==> src/rtl/burst_pkg.sv <==
package burst_pkg;

   typedef enum logic [1:0] {
      ORD_STRAP       = 2'd0,
      ORD_INTERLEAVED = 2'd1,
      ORD_LINEAR      = 2'd2
   } order_sel_e;

   typedef struct packed {
      logic recognised;
      logic load;
   } strobe_dec_t;

endpackage

==> src/rtl/burst_strobe_arb.sv <==
module burst_strobe_arb
   import burst_pkg::*;
(
   input  logic        proc_strb_n,
   input  logic        ctrl_strb_n,
   input  logic        cs1_n,
   input  logic        cs2,
   input  logic        cs3_n,
   output strobe_dec_t dec
);
   logic proc_seen;
   logic ctrl_seen;
   logic selected;

   always_comb begin
      proc_seen      = !proc_strb_n && !cs1_n;
      ctrl_seen      = !ctrl_strb_n && !proc_seen;
      selected       = !cs1_n && cs2 && !cs3_n;
      dec.recognised = proc_seen || ctrl_seen;
      dec.load       = dec.recognised && selected;
   end
endmodule

==> src/rtl/burst_beat_ctr.sv <==
module burst_beat_ctr #(
   parameter int CNT_W = 2
) (
   input  logic             clk,
   input  logic             rst,
   input  logic             load,
   input  logic             step,
   input  logic [CNT_W-1:0] start_in,
   output logic [CNT_W-1:0] start_q,
   output logic [CNT_W-1:0] beat_q
);
   always_ff @(posedge clk) begin
      if (rst) begin
         start_q <= '0;
         beat_q  <= '0;
      end else if (load) begin
         start_q <= start_in;
         beat_q  <= '0;
      end else if (step) begin
         beat_q  <= beat_q + CNT_W'(1);
      end
   end

   assert_load_clears_beat_R2: assert property (@(posedge clk) disable iff (rst)
      load |=> (beat_q == '0) && (start_q == $past(start_in)));

   assert_step_increments_R6: assert property (@(posedge clk) disable iff (rst)
      (step && !load) |=> beat_q == $past(beat_q) + CNT_W'(1));

   assert_idle_holds_R7: assert property (@(posedge clk) disable iff (rst)
      (!step && !load) |=> $stable(beat_q) && $stable(start_q));
endmodule

==> src/rtl/burst_order_map.sv <==
module burst_order_map
   import burst_pkg::*;
#(
   parameter int         CNT_W = 2,
   parameter order_sel_e ORDER = ORD_STRAP
) (
   input  logic             order_ilv,
   input  logic [CNT_W-1:0] start,
   input  logic [CNT_W-1:0] beat,
   output logic [CNT_W-1:0] low
);
   logic [CNT_W-1:0] ilv_low;
   logic [CNT_W-1:0] lin_low;

   always_comb begin
      ilv_low = start ^ beat;
      lin_low = start + beat;
   end

   generate
      if (ORDER == ORD_INTERLEAVED) begin : g_ilv
         always_comb low = ilv_low;
      end else if (ORDER == ORD_LINEAR) begin : g_lin
         always_comb low = lin_low;
      end else begin : g_strap
         always_comb low = order_ilv ? ilv_low : lin_low;
      end
   endgenerate

   always_comb begin
      if (beat == '0)
         assert_beat0_is_start_R10: assert (low == start);
   end
endmodule

==> src/rtl/burst_addr_gen.sv <==
module burst_addr_gen
   import burst_pkg::*;
#(
   parameter int         ADDR_W = 17,
   parameter int         CNT_W  = 2,
   parameter order_sel_e ORDER  = ORD_STRAP
) (
   input  logic              clk,
   input  logic              rst,
   input  logic              order_ilv,
   input  logic              proc_strb_n,
   input  logic              ctrl_strb_n,
   input  logic              cs1_n,
   input  logic              cs2,
   input  logic              cs3_n,
   input  logic              adv_n,
   input  logic [ADDR_W-1:0] addr_in,
   output logic [ADDR_W-1:0] addr_out
);
   localparam int UP_W = ADDR_W - CNT_W;

   generate
      if (CNT_W < 1 || CNT_W > 8) begin : g_bad_cnt
         $error("burst_addr_gen: CNT_W out of range");
      end
      if (UP_W < 1) begin : g_bad_addr
         $error("burst_addr_gen: ADDR_W must exceed CNT_W");
      end
   endgenerate

   strobe_dec_t      dec;
   logic             step;
   logic [UP_W-1:0]  upper_q;
   logic [CNT_W-1:0] start_q;
   logic [CNT_W-1:0] beat_q;
   logic [CNT_W-1:0] low;

   burst_strobe_arb u_arb (
      .proc_strb_n (proc_strb_n),
      .ctrl_strb_n (ctrl_strb_n),
      .cs1_n       (cs1_n),
      .cs2         (cs2),
      .cs3_n       (cs3_n),
      .dec         (dec)
   );

   always_comb step = !dec.recognised && !adv_n;

   always_ff @(posedge clk) begin
      if (rst)
         upper_q <= '0;
      else if (dec.load)
         upper_q <= addr_in[ADDR_W-1:CNT_W];
   end

   burst_beat_ctr #(.CNT_W(CNT_W)) u_ctr (
      .clk      (clk),
      .rst      (rst),
      .load     (dec.load),
      .step     (step),
      .start_in (addr_in[CNT_W-1:0]),
      .start_q  (start_q),
      .beat_q   (beat_q)
   );

   burst_order_map #(.CNT_W(CNT_W), .ORDER(ORDER)) u_map (
      .order_ilv (order_ilv),
      .start     (start_q),
      .beat      (beat_q),
      .low       (low)
   );

   always_comb addr_out = {upper_q, low};

   assert_load_captures_R2: assert property (@(posedge clk) disable iff (rst)
      dec.load |=> addr_out == $past(addr_in));

   assert_deselect_holds_R5: assert property (@(posedge clk) disable iff (rst)
      (dec.recognised && !dec.load) |=> $stable(addr_out));

   assert_suspend_holds_R7: assert property (@(posedge clk) disable iff (rst)
      (!dec.recognised && adv_n) |=> $stable(addr_out));

   assert_upper_fixed_R10: assert property (@(posedge clk) disable iff (rst)
      !dec.load |=> $stable(upper_q));
endmodule

==> config.mk <==
export PLATFORM = sky130hd
export DESIGN_NAME = burst_addr_gen
export DESIGN_NICKNAME = d
export VERILOG_FILES = /design/src/rtl/burst_pkg.sv /design/src/rtl/burst_strobe_arb.sv /design/src/rtl/burst_beat_ctr.sv /design/src/rtl/burst_order_map.sv /design/src/rtl/burst_addr_gen.sv
export SDC_FILE = /design/constraint.sdc
export NUM_CORES = 1
export LEC_CHECK = 0
export BUFFER_PORTS_ARGS = -buffer_cell sky130_fd_sc_hd__buf_2
export CAP_MARGIN = 10
export CELL_PAD_IN_SITES_DETAIL_PLACEMENT = 1
export CELL_PAD_IN_SITES_GLOBAL_PLACEMENT = 1
export CORE_MARGIN = 1.5
export CORE_UTILIZATION = 33
export CTS_CLUSTER_SIZE = 28
export DETAILED_ROUTE_END_ITERATION = 10
export GPL_TIMING_DRIVEN = 0
export PLACE_DENSITY_LB_ADDON = 0.1
export SYNTH_ARGS = -nofsm -noshare
export SYNTH_HDL_FRONTEND = slang
export SYNTH_SLANG_ARGS = --single-unit
==> constraint.sdc <==
create_clock -name clk -period 1.52 [get_ports clk]
set_input_delay 0.076 -clock clk [delete_from_list [all_inputs] [get_ports clk]]
set_output_delay 0.076 -clock clk [all_outputs]
set_load 0.03 [all_outputs]
==> summary.md, run 1 <==
The flow ran to the end, and the final reports show no timing, DRC or antenna violations. For the cell area after synthesis, the log shows 921 µm². The nature of the critical path startpoint is a flop.

At the worst endpoint, the required time is 1440 ps. The cts-stage hold buffer count was 0; the number of synthesized flops with an enable pin was 0. Across all hold checks on the routed design, the worst slack comes to 29.2 ps.

Counting the buffers created by CTS gives 3. The final number of max-transition violations is 0, and the total die area is 3120 µm². The first detailed-routing pass ran for 3 iterations. The floorplan step defined a core boundary enclosing 2570 µm².

The portion of total power attributed to the clock network was 26.9%. The first global-routing pass estimated 3480 µm of wire. The initial core utilization is 35.9%. The detailed-routing wirelength on met1 was 875 µm; the maximum fanout along the worst path was 4. The max-cap check violation count was 0.

The total wire length after detailed routing came out at 1980 µm. The detailed router finished its first iteration with 12 violations. The final-report setup violation count was 0. Pin slew with the least headroom to its limit: 375 ps. The final layout contains 164 nets.

The number of placement rows is 18, and the last weighted congestion value of the routability-driven placer is 0.653. After technology mapping, the gate count stands at 90. Yosys mapped the design onto 18 distinct sky130hd cell types. Data arrives at the worst endpoint at 1300 ps. For the number of global-route vias before repair, the log shows 809. The analysis attributes to cell leakage a power of 0.520 nW. After layout, the minimum clock period comes to 1370 ps. The clock transition at the registers of the reported paths was 110 ps.

The highest layer touched by signal routing is met4. For the number of antenna diodes, the log shows 0. The floorplan step set the die width to 55.8 µm. Port buffering added 42 buffers.

The tools report the number of antenna violations at the first check in global routing as 0. Across the VDD grid, the largest voltage drop is 0.000430 V. In the detailed route, the total length drawn on met3 is 129 µm.

In the layout the commonest cells are sky130_fd_sc_hd__buf_2, sky130_fd_sc_hd__nand2b_1, sky130_fd_sc_hd__dfxtp_1. STA classifies the critical path endpoint as an output port. Compared with the post-synthesis result, the final layout area differs by 29.8%.

The run gives 46.5% as the final design utilization. The number of vias per cell works out to 4.61. In this run the deepest clock path goes through 2 buffers. The number of sinks handled by clock tree synthesis was 19. The highest achievable clock rate was 729 MHz. The fraction of synthesized cell area taken by the top area cell type came out at 41.3%. The share of the yosys chip area belonging to registers was 41.3%. In the synthesized netlist the dominant register cell turns out to be sky130_fd_sc_hd__dfxtp_1.

Counting tap cells, the placed design contains a total of 162 instances. The sequential group share of total power came out at 55.8%. The critical path class is reg2out. For the insertion delay to the later sink of the worst-skew pair, the log shows 280 ps. The top-level port count is 43, and the level count of the clock H-tree is 1. The logs give 0.0767 ps for the setup skew after layout and 0 ps for the post-route setup TNS. The tools report the post-route DRC violation count as 0. The biggest area contributor in the post-synthesis netlist is sky130_fd_sc_hd__dfxtp_1. Detailed placement ended at an HPWL of 1540 µm. The share of post-route cells with drive strength above 1 is 36.0%. For the global router's overall resource usage, the log shows 13.5%. Summing over every cut layer, the via total after detailed routing is 765. The per-cell routed wire length came out at 12.0 µm. The worst hold path belongs to the class in2reg. The remaining antenna violation count after routing was 0; the relative max-transition margin was 75.0%. TritonCTS built the clock tree. In this run, the combinational gates consume 17.3% of the power.

Entering global routing, the biggest net connects 11 pins. Cell internal power was estimated by the tool at 0.000691 W. Power comes to 0.000935 W. Leaving out fill and tap cells, the most frequent cell in the layout is sky130_fd_sc_hd__buf_2.

In the synthesized netlist the async set-or-reset flop fraction comes to 0%. In this run the post-CTS setup repair buffer count came out at 0. After detailed routing, the met2 layer carries 966 µm of wire.

Buffer type at the clock tree root: sky130_fd_sc_hd__clkbuf_4. Sorting the synthesized cells by area gives the leading types as sky130_fd_sc_hd__dfxtp_1, sky130_fd_sc_hd__nand2b_1, sky130_fd_sc_hd__mux2i_1. Dividing the synthesized area by the synthesized cell count gives 10.2 µm². The number of nets handed over by synthesis was 117. In this run the power density over the cells is 782 nW/µm². The final worst-path cycle share was 90.2%. In this run the power spent charging and discharging nets is 0.000244 W.

The global-route congestion overflow total is 0. The floorplan step set the die height to 55.8 µm. The Yosys step of the flow raised 0 warnings.

Gates resized during post-CTS repair numbered 0. Setup repair after global routing left no endpoint under its margin. The final count of hold timing violations is 0, and the switching power as a share of total power is 26.1%. After the flow finishes, the layout carries non-filler instances totaling 166.

Synthesis inferred 19 register bits.
-- final cells by class --
type,instances,area (µm²)
clock buffer,4,26.3
multi-input combinational,64,490
tap,30,37.5
buffer,5,42.5
inverter,2,7.51
timing repair buffer,42,210
sequential,19,380
fill,325,1370
-- cells in the mapped netlist, types with 2 or more instances --
master	instances
sky130_fd_sc_hd__nand2b_1	35
sky130_fd_sc_hd__clkbuf_1	3
sky130_fd_sc_hd__xnor2_1	2
sky130_fd_sc_hd__mux2i_1	17
sky130_fd_sc_hd__inv_1	2
sky130_fd_sc_hd__dfxtp_1	19
-- flip-flops by register name, indices dropped and copies added (netlist names) --
register	flops
u_ctr.beat_q	2
u_ctr.start_q	2
upper_q	15
-- critical path, cell delays in order, from the launching register on --
cell and delay, ps:
sky130_fd_sc_hd__dfxtp_1 380, sky130_fd_sc_hd__ha_1 150, sky130_fd_sc_hd__nor2b_1 150, sky130_fd_sc_hd__xnor2_1 120
sky130_fd_sc_hd__buf_2 210
-- path summary, 6_finish.rpt --
| path | slack (ps) | cells past startpoint | to | startpoint |
|---|---|---|---|---|
| worst max-delay path | 150 | 4 | addr_out[1] | u_ctr.beat_q[0] |
| worst min-delay path | 30 | 3 | upper_q[11] | addr_in[13] |
| worst max register to register | 230 | 3 | u_ctr.beat_q[1] | u_ctr.beat_q[0] |
| worst min register to register | 480 | 2 | upper_q[11] | upper_q[11] |
-- power groups by stage --
stage          clock network [W]  registers, W  logic (W)
6_report                0.000251      0.000522   0.000162
3_3_place_gp                   0      0.000533   0.000161
2_1_floorplan                  0      0.000556  0.0000782
4_1_cts                 0.000265      0.000522   0.000165
3_5_place_dp                   0      0.000533   0.000164
5_1_grt                 0.000285      0.000524   0.000177
-- stage by stage --
| stage | worst slack (ps) | area [µm²] |
|---|---|---|
| global placement | 294 | 1170 |
| floorplan | 323 | 921 |
| detailed placement | 248 | 1170 |
| CTS | 118 | 1190 |
| global route | 19.5 | 1190 |
| finish | 148 | 1190 |
-- routing by layer --
metal,global-route usage (%),vias to the layer above
li1,-,392
met1,16.3,347
met2,24.8,24
met3,3.26,2
met4,2.04,0
met5,0,-
-- cells by family after synthesis --
group | share of synthesized area, %
xor+xnor | 1.90
fa+ha+maj | 1.36
compound gates | 5.16
buf+inv | 5.43
mux | 18.5
simple gates | 26.4
flops | 41.3
(Power assumes the default switching activity.)
==> run 2, diff against run 1 <==
Settings changed: CORE_UTILIZATION 33 to 34, CTS_BUF_LIST from default to sky130_fd_sc_hd__clkbuf_2.
==> summary.md, run 2 (same netlist as run 1, synthesis figures left out) <==
In the routed design, unresolved DRC markers number 0. Setup repair after global routing left no endpoint under its margin. The library cell used most frequently in the layout, excluding fill and tap cells, is sky130_fd_sc_hd__buf_2. The tools report the number of antenna violations at the first check in global routing as 0. After floorplanning, the core was sized to cover 2520 µm².

In the final routed layout, each cell accounts on average for 12.1 µm. For the post-route setup TNS, the log shows 0 ps. For this run, the share of the core covered by cells in the final layout is 53.2%. The number of antenna diodes was 0. The layout filler cell count is 308, and the remaining antenna violation count after routing is 0. TritonCTS created 3 clock buffers. The worst pin sits at a relative slew slack of 73.4%. The arrival time of the worst setup path is 1320 ps, and the number of buffers inserted by port buffering is 42. The level count of the clock H-tree came out at 1. Dividing the detail-routed via count by the number of cells gives 4.52.

STA classifies the critical path startpoint as a flop. The buffer type at the clock tree root was sky130_fd_sc_hd__clkbuf_2. The logs give 19 for the number of sinks handled by clock tree synthesis and 0 for the number of buffers inserted by post-CTS setup repair.

The required time of the critical path came out at 1440 ps. The worst register-to-register path begins at u_ctr.beat_q[0]. For the worst-skew pair, the clock arrives at the later sink with an insertion delay of 310 ps. For this design the ratio of total power to cell area is 702 nW/µm². The worst register-to-register path has a setup slack of 270 ps. Based on the critical path, the design can be clocked at up to 714 MHz. The first-pass GRT wire length is 3350 µm. The share of post-route cells with drive strength above 1 came out at 33.8%. After the last flow step, the layout net total stands at 179.

Entering global routing, the biggest net connects 12 pins. The final layout contains routed wiring with a total length of 2180 µm. The depth of the worst register-to-register path works out to 3. Tracing the worst setup path back leads to its startpoint at u_ctr.start_q[0]. Measured along the y axis, the die boundary spans 55.0 µm. The final count of hold timing violations came out at 0.

The x dimension of the die came out at 55.0 µm. Leaving out fill and tap cells, the most frequent cells in the layout are sky130_fd_sc_hd__buf_2, sky130_fd_sc_hd__nand2b_1, sky130_fd_sc_hd__dfxtp_1. In this run the critical register-to-register path is captured at u_ctr.beat_q[1]. The worst setup path is captured at an output port. The routed layout has 819 vias. The number of violations reported at the end of detailed-routing iteration 0 was 5. After detailed routing, no signal wire sits above met4. The detailed router put a total of 928 µm of wire on met1. The run gives 18 as the number of placement rows. At the pin with the least slew margin, the transition time is 399 ps.

For the final database, setup skew stands at 0.0401 ps. The flow ran to the end, and the final reports show no timing, DRC or antenna violations. The analysis attributes to cell leakage a power of 0.584 nW. The congestion estimate from routability-driven global placement came to 0.675. The worst-case IR drop observed on VDD is 0.000392 V. The largest registers in the layout are upper_q: 15 flops, u_ctr.beat_q: 2 flops, u_ctr.start_q: 2 flops. Top-level port count: 43.

The hold path depth was 3. The area growth from synthesis to layout is 45.8%. The global router's overall resource usage is 15.7%, and the number of iterations in the first detailed-routing pass is 4. After detailed routing, the met3 layer carries 91 µm of wire. The initial utilization of the core area, before any placement, comes to 36.5%.

For the HPWL after detailed placement, the log shows 1510 µm. The critical path class was reg2out. For this run the aggregate overflow at the end of global routing stands at 0. The worst path in the final design needs a cycle of 1400 ps, including I/O delays and setup. The classification of the worst-slack hold path was in2reg. TritonCTS built the clock tree. The clock tree buffer depth was 2. The flip-flop count of the largest register after layout was 15; the total die area was 3030 µm². The run gives 0 as the final number of max-transition violations. Critical path endpoint: addr_out[1]. Across the run, the number of max-cap violations was 0. The startpoint identified for the worst hold timing path is addr_in[8].

Clock-pin slew was measured on the worst setup and hold paths at 200 ps. More flip-flops sit in one register than any other, and that register is upper_q. Along the worst path, the maximum fanout reaches 2. The run gives 0 as the final-report setup violation count. The number of global-route vias before repair was 734; the met2 routed wirelength was 1150 µm.

Final worst-path cycle share: 92.1%.
## run 2: report_power, final
part | total (W) | switching (W) | internal (W)
Clock | 0.000226 | 0.000166 | 0.0000596
Sequential | 0.000523 | 0.00000863 | 0.000515
Combinational | 0.000193 | 0.0000909 | 0.000102
Total | 0.000942 | 0.000266 | 0.000676
## run 2: per-layer routing
layer  track usage (%)  up-vias
met3              2.42        2
li1                  -      416
met4              6.10        0
met5                 0        -
met2              29.4       22
met1              17.6      379
## run 2: area by class of cell
class                      count  area [µm²]  area share, %
multi-input combinational     64         490           36.5
sequential                    19         382           28.4
timing repair buffer          57         363           27.0
buffer                         5        42.5           3.17
tap                           30        37.5           2.80
clock buffer                   3        15.0           1.12
inverter                       2        7.51          0.559
clock inverter                 1        5.00          0.373
## run 2: stage by stage
step           power, W  hold WS [ps]  area, µm²  setup slack, ps  instances
4_1_cts        0.000958          4.03       1340             73.9        181
6_report       0.000942          11.2       1340              120        181
2_1_floorplan  0.000634           231        921              323         90
3_5_place_dp   0.000698           347       1170              259        162
3_3_place_gp   0.000693           337       1170              303        162
5_1_grt        0.000988          2.32       1340             3.10        181
## run 2: worst min path at each step
| stage | end | slack (ps) |
|---|---|---|
| floorplan | u_ctr.start_q[0] | 230 |
| global placement | upper_q[7] | 340 |
| detailed placement | upper_q[9] | 350 |
| CTS | upper_q[14] | 4 |
| global route | upper_q[14] | 2 |
| finish | upper_q[6] | 10 |
## run 2: worst max-delay path, stage by stage (launching register included)
cell	delay [ps]
sky130_fd_sc_hd__dfxtp_1	390
sky130_fd_sc_hd__ha_1	150
sky130_fd_sc_hd__nor2b_1	150
sky130_fd_sc_hd__xnor2_1	120
sky130_fd_sc_hd__clkbuf_4	200
## run 2: timing repair
item | in CTS | in global routing
endpoints found under the hold margin | 15 | 0
setup endpoints to repair | 0 | 1
gates resized for setup | 0 | 2
hold buffers | 15 | 0
==> run 3, diff against run 2 <==
Settings changed: CORE_UTILIZATION 34 to 32, SYNTH_HIERARCHICAL from default to 1.
Clock period 1.52 ns to 1.3 ns, I/O delays scaled along.
==> summary.md, run 3 <==
During placement, the flow inserted port buffers numbering 42. Leaving out fill and tap cells, the most frequent cells in the layout are sky130_fd_sc_hd__buf_2, sky130_fd_sc_hd__nor2_1, sky130_fd_sc_hd__mux2i_1, sky130_fd_sc_hd__dfxtp_1, sky130_fd_sc_hd__dlygate4sd3_1. Cells with a size suffix above 1 make up 43.9% of the layout. Relative to the synthesized area, the layout overhead comes to 63.0%. Once the floorplan was initialized, standard cells occupied 34.2% of the core. The count of nets left with antenna violations once routing finished came out at 0. Ranked by flip-flop count, first place goes to upper_q. Counting flops with an async set or reset pin after synthesis yields a share of 0%. The setup slack after layout is -26.8 ps, and the number of nets in the finished design is 160. Height of the die: 51.6 µm.

The startpoint identified for the worst register-to-register timing path is u_ctr/beat_q[0]. TritonCTS built the clock tree. Post-route minimum period: 1330 ps. For this block, the via count after detailed routing is 722. The first global-routing pass estimated 3110 µm of wire.

The tools report the portion of total power attributed to the clock network as 23.2%. Signal routing reaches up to met4. The die is 51.6 µm wide. The die covers 2670 µm². The number of distinct library cells after synthesis came out at 16.

Detailed routing placed a total of 110 µm of wire on met3. In the routed design, unresolved DRC markers number 0. The number of register bits inferred by synthesis came out at 19.

The total wire length after detailed routing was 1840 µm. The largest registers in the layout are upper_q: 15 flops, u_ctr/beat_q: 2 flops, u_ctr/start_q: 2 flops. Of all nets on the critical path, the largest fanout is 2. Final-report setup violation count: 1. The most used flip-flop cell after synthesis is sky130_fd_sc_hd__dfxtp_1. In this run the count of I/O pins placed on the die edge is 43. The share of total power dissipated in combinational logic is 20.3%. The run gives 0 as the final number of max-transition violations. Clock-pin slew was measured on the worst setup and hold paths at 170 ps. The tools report the insertion delay to the later sink of the worst-skew pair as 300 ps. The register with the most flip-flops in the layout has 15 of them. The layout filler cell count is 267, and the final count of hold timing violations is 0. After synthesis, the most frequently instantiated cells are sky130_fd_sc_hd__dfxtp_1, sky130_fd_sc_hd__nor2_1, sky130_fd_sc_hd__mux2i_1. After detailed routing, the wire length on met1 is 674 µm. Once layout is complete, the utilization of the core stands at 55.8%.

The cell type contributing the most total cell area after synthesis is sky130_fd_sc_hd__dfxtp_1. Using the TritonRoute via totals, the vias-per-cell ratio works out to 4.51. The worst setup path is captured at an output port. The hold path depth works out to 3. The flow ran to the end, but the final reports show violations.

The logs give 9.22 ps for the setup skew after layout and 96 for the net count of the mapped netlist. The tools report the highest achievable clock rate as 754 MHz. Leakage power: 0.558 nW. Family with the most delay on the worst path: flip-flops.

For this design, the sink count on the clock tree is 19. The clock tree buffer depth came out at 2. The startpoint identified for the worst hold timing path is addr_in[13]. After technology mapping, the gate count stands at 69.

Yosys attributes the largest share of cell area to sky130_fd_sc_hd__dfxtp_1, sky130_fd_sc_hd__mux2i_1, sky130_fd_sc_hd__nor2_1. The library cell used most frequently in the layout, excluding fill and tap cells, is sky130_fd_sc_hd__buf_2. The total area inside the core boundary comes to 2210 µm². The detailed router finished its first iteration with 2 violations.

Across the run, the number of max-cap violations was 0. In this run the cell area of the synthesized design comes to 757 µm². Row generation in the floorplan step produced 17 rows. Entering global routing, the biggest net connects 11 pins. The per-cell routed wire length was 11.5 µm; the number of iterations in the first detailed-routing pass was 2. The logs give 1040 µm for the met2 routed wirelength and 1260 ps for the arrival time of the worst setup path. STA classifies the critical path startpoint as a flop. Number of antenna violations at the first check in global routing: 0. The pin slew with the least headroom to its limit is 515 ps. Prior to clock tree synthesis, the placed netlist has a worst setup slack of -214 ps. The endpoint of the most critical register-to-register path was u_ctr/beat_q[1]. The worst hold path terminates at upper_q[11]. The critical path goes through ha_2 > nor2b_4 > xnor2_2 > buf_6. The net switching power figure was 0.000286 W; the post-synthesis average cell area was 11.0 µm². The power per standard cell area is 877 nW/µm², and the switching power as a share of total power is 26.4%. The required time of the critical path was 1240 ps. For this run, the slowest stage of the critical path takes 370 ps. The logs give 56.5% for the sequential group share of total power and 1 for the level count of the clock H-tree. The congestion estimate from routability-driven global placement came to 0.650.

The buffers plus inverters on the worst setup path works out to 1. The logs give 0 for the number of antenna diodes and 139 for the count of placed standard cells including taps. The number of synthesized flops with an enable pin works out to 0. The internal power is 0.000796 W, and the HPWL after detailed placement is 1310 µm. The fraction of synthesized cell area taken by the top area cell type works out to 50.2%. The final worst-path cycle share is 102%, and the number of buffers created by CTS is 3. The checks that failed: setup timing.

Classification of the worst-slack hold path: in2reg. For the global router's overall resource usage, the log shows 16.1%. The logs give 160 for the filler-free cell count of the finished design and 751 for the number of global-route vias before repair.

Across all register-to-register paths, the minimum setup slack is 260 ps. The run gives 0.000750 V as the maximum resistive drop on vdd. The setup path with the least slack is of type reg2out.

The run gives 65.7% as the relative max-transition margin. The most common cell in the synthesized netlist is sky130_fd_sc_hd__dfxtp_1. Buffer type at the clock tree root: sky130_fd_sc_hd__clkbuf_2. The global-route congestion overflow total was 0; the depth of the worst register-to-register path was 4. Setup repair after global routing could not meet its margin everywhere. Sequential elements use 50.2% of the synthesized area. During synthesis, Yosys emitted a total of 6 warnings.

The slowest stage of the critical path is the sky130_fd_sc_hd__dfxtp_2 cell.
-- run 3: cell count changes after synthesis, sizes merged --
cell    before  now
nand2b      35    0
nor2         1   18
clkbuf       3    1
a211oi       2    1
a21bo        0    1
inv          2    1
nand3b       0    1
nor3         0    1
o31ai        1    0
or3          1    0
or4          1    0
xnor2        2    3
-- run 3: repair_timing --
item | in CTS | in global routing
hold buffers | 14 | 1
pin swaps | 1 | 2
endpoints found under the setup margin | 1 | 1
resized for setup | 6 | 3
buffers inserted | 1 | 1
endpoints found under the hold margin | 14 | 1
-- run 3: power by group through the flow --
stage,combinational (W),sequential (W),clock [W]
global placement,0.000166,0.000623,0
finish,0.000219,0.000612,0.000251
floorplan,0.0000727,0.000651,0
detailed placement,0.000171,0.000625,0
CTS,0.000211,0.000612,0.000266
global route,0.000238,0.000615,0.000290
-- run 3: stage by stage --
| step | setup TNS [ps] | total power (W) | area (µm²) | hold slack (ps) |
|---|---|---|---|---|
| detailed placement | -2210 | 0.000796 | 1010 | 314 |
| floorplan | 0 | 0.000723 | 769 | 130 |
| global placement | -1890 | 0.000790 | 1010 | 298 |
| global route | -96.6 | 0.00114 | 1230 | 6.34 |
| CTS | -50.9 | 0.00109 | 1200 | 0.810 |
| finish | -26.8 | 0.00108 | 1230 | 11.6 |
-- run 3: routing by layer --
| layer | vias to the layer above | track usage, % |
|---|---|---|
| met5 | - | 0 |
| met4 | 0 | 5.26 |
| met3 | 4 | 5.17 |
| met2 | 24 | 32.3 |
| met1 | 338 | 14.9 |
| li1 | 356 | - |
-- run 3: cell families after synthesis --
| family | count (synthesis) | share of synthesized area, % |
|---|---|---|
| muxes | 17 | 22.5 |
| buffers and inverters | 4 | 5.12 |
| and+or+nand+nor | 21 | 11.4 |
| adders and majority gates | 1 | 1.65 |
| DFF | 19 | 50.2 |
| xor gates and xnor gates | 3 | 3.47 |
| AOI/OAI and AO/OA | 4 | 5.62 |
-- run 3: worst max path at each step --
stage / slack, ps / to / from / cells past startpoint
4_1_cts: -50 / addr_out[1] / u_ctr/start_q[0] / 4
5_1_grt: -100 / addr_out[1] / u_ctr/beat_q[0] / 4
3_5_place_dp: -210 / upper_q[2] / ctrl_strb_n / 6
6_report: -30 / addr_out[1] / u_ctr/beat_q[0] / 4
2_1_floorplan: 40 / upper_q[0] / cs2 / 6
3_3_place_gp: -190 / upper_q[7] / ctrl_strb_n / 6
-- run 3: worst register-to-register path: cells and delay by family (launching register included) --
kind            cells  cell delay [ps]
compound gates      2              350
buf+inv             2              260
flops               1              360
-- run 3: layout make-up --
type | instances | area [µm²] | area share, %
Buffer | 3 | 35.0 | 2.84
Clock buffer | 4 | 20.0 | 1.62
Inverter | 1 | 3.75 | 0.304
Multi-Input combinational cell | 46 | 375 | 30.4
Sequential cell | 19 | 383 | 31.0
Tap cell | 28 | 35.0 | 2.84
Timing Repair Buffer | 59 | 382 | 30.9
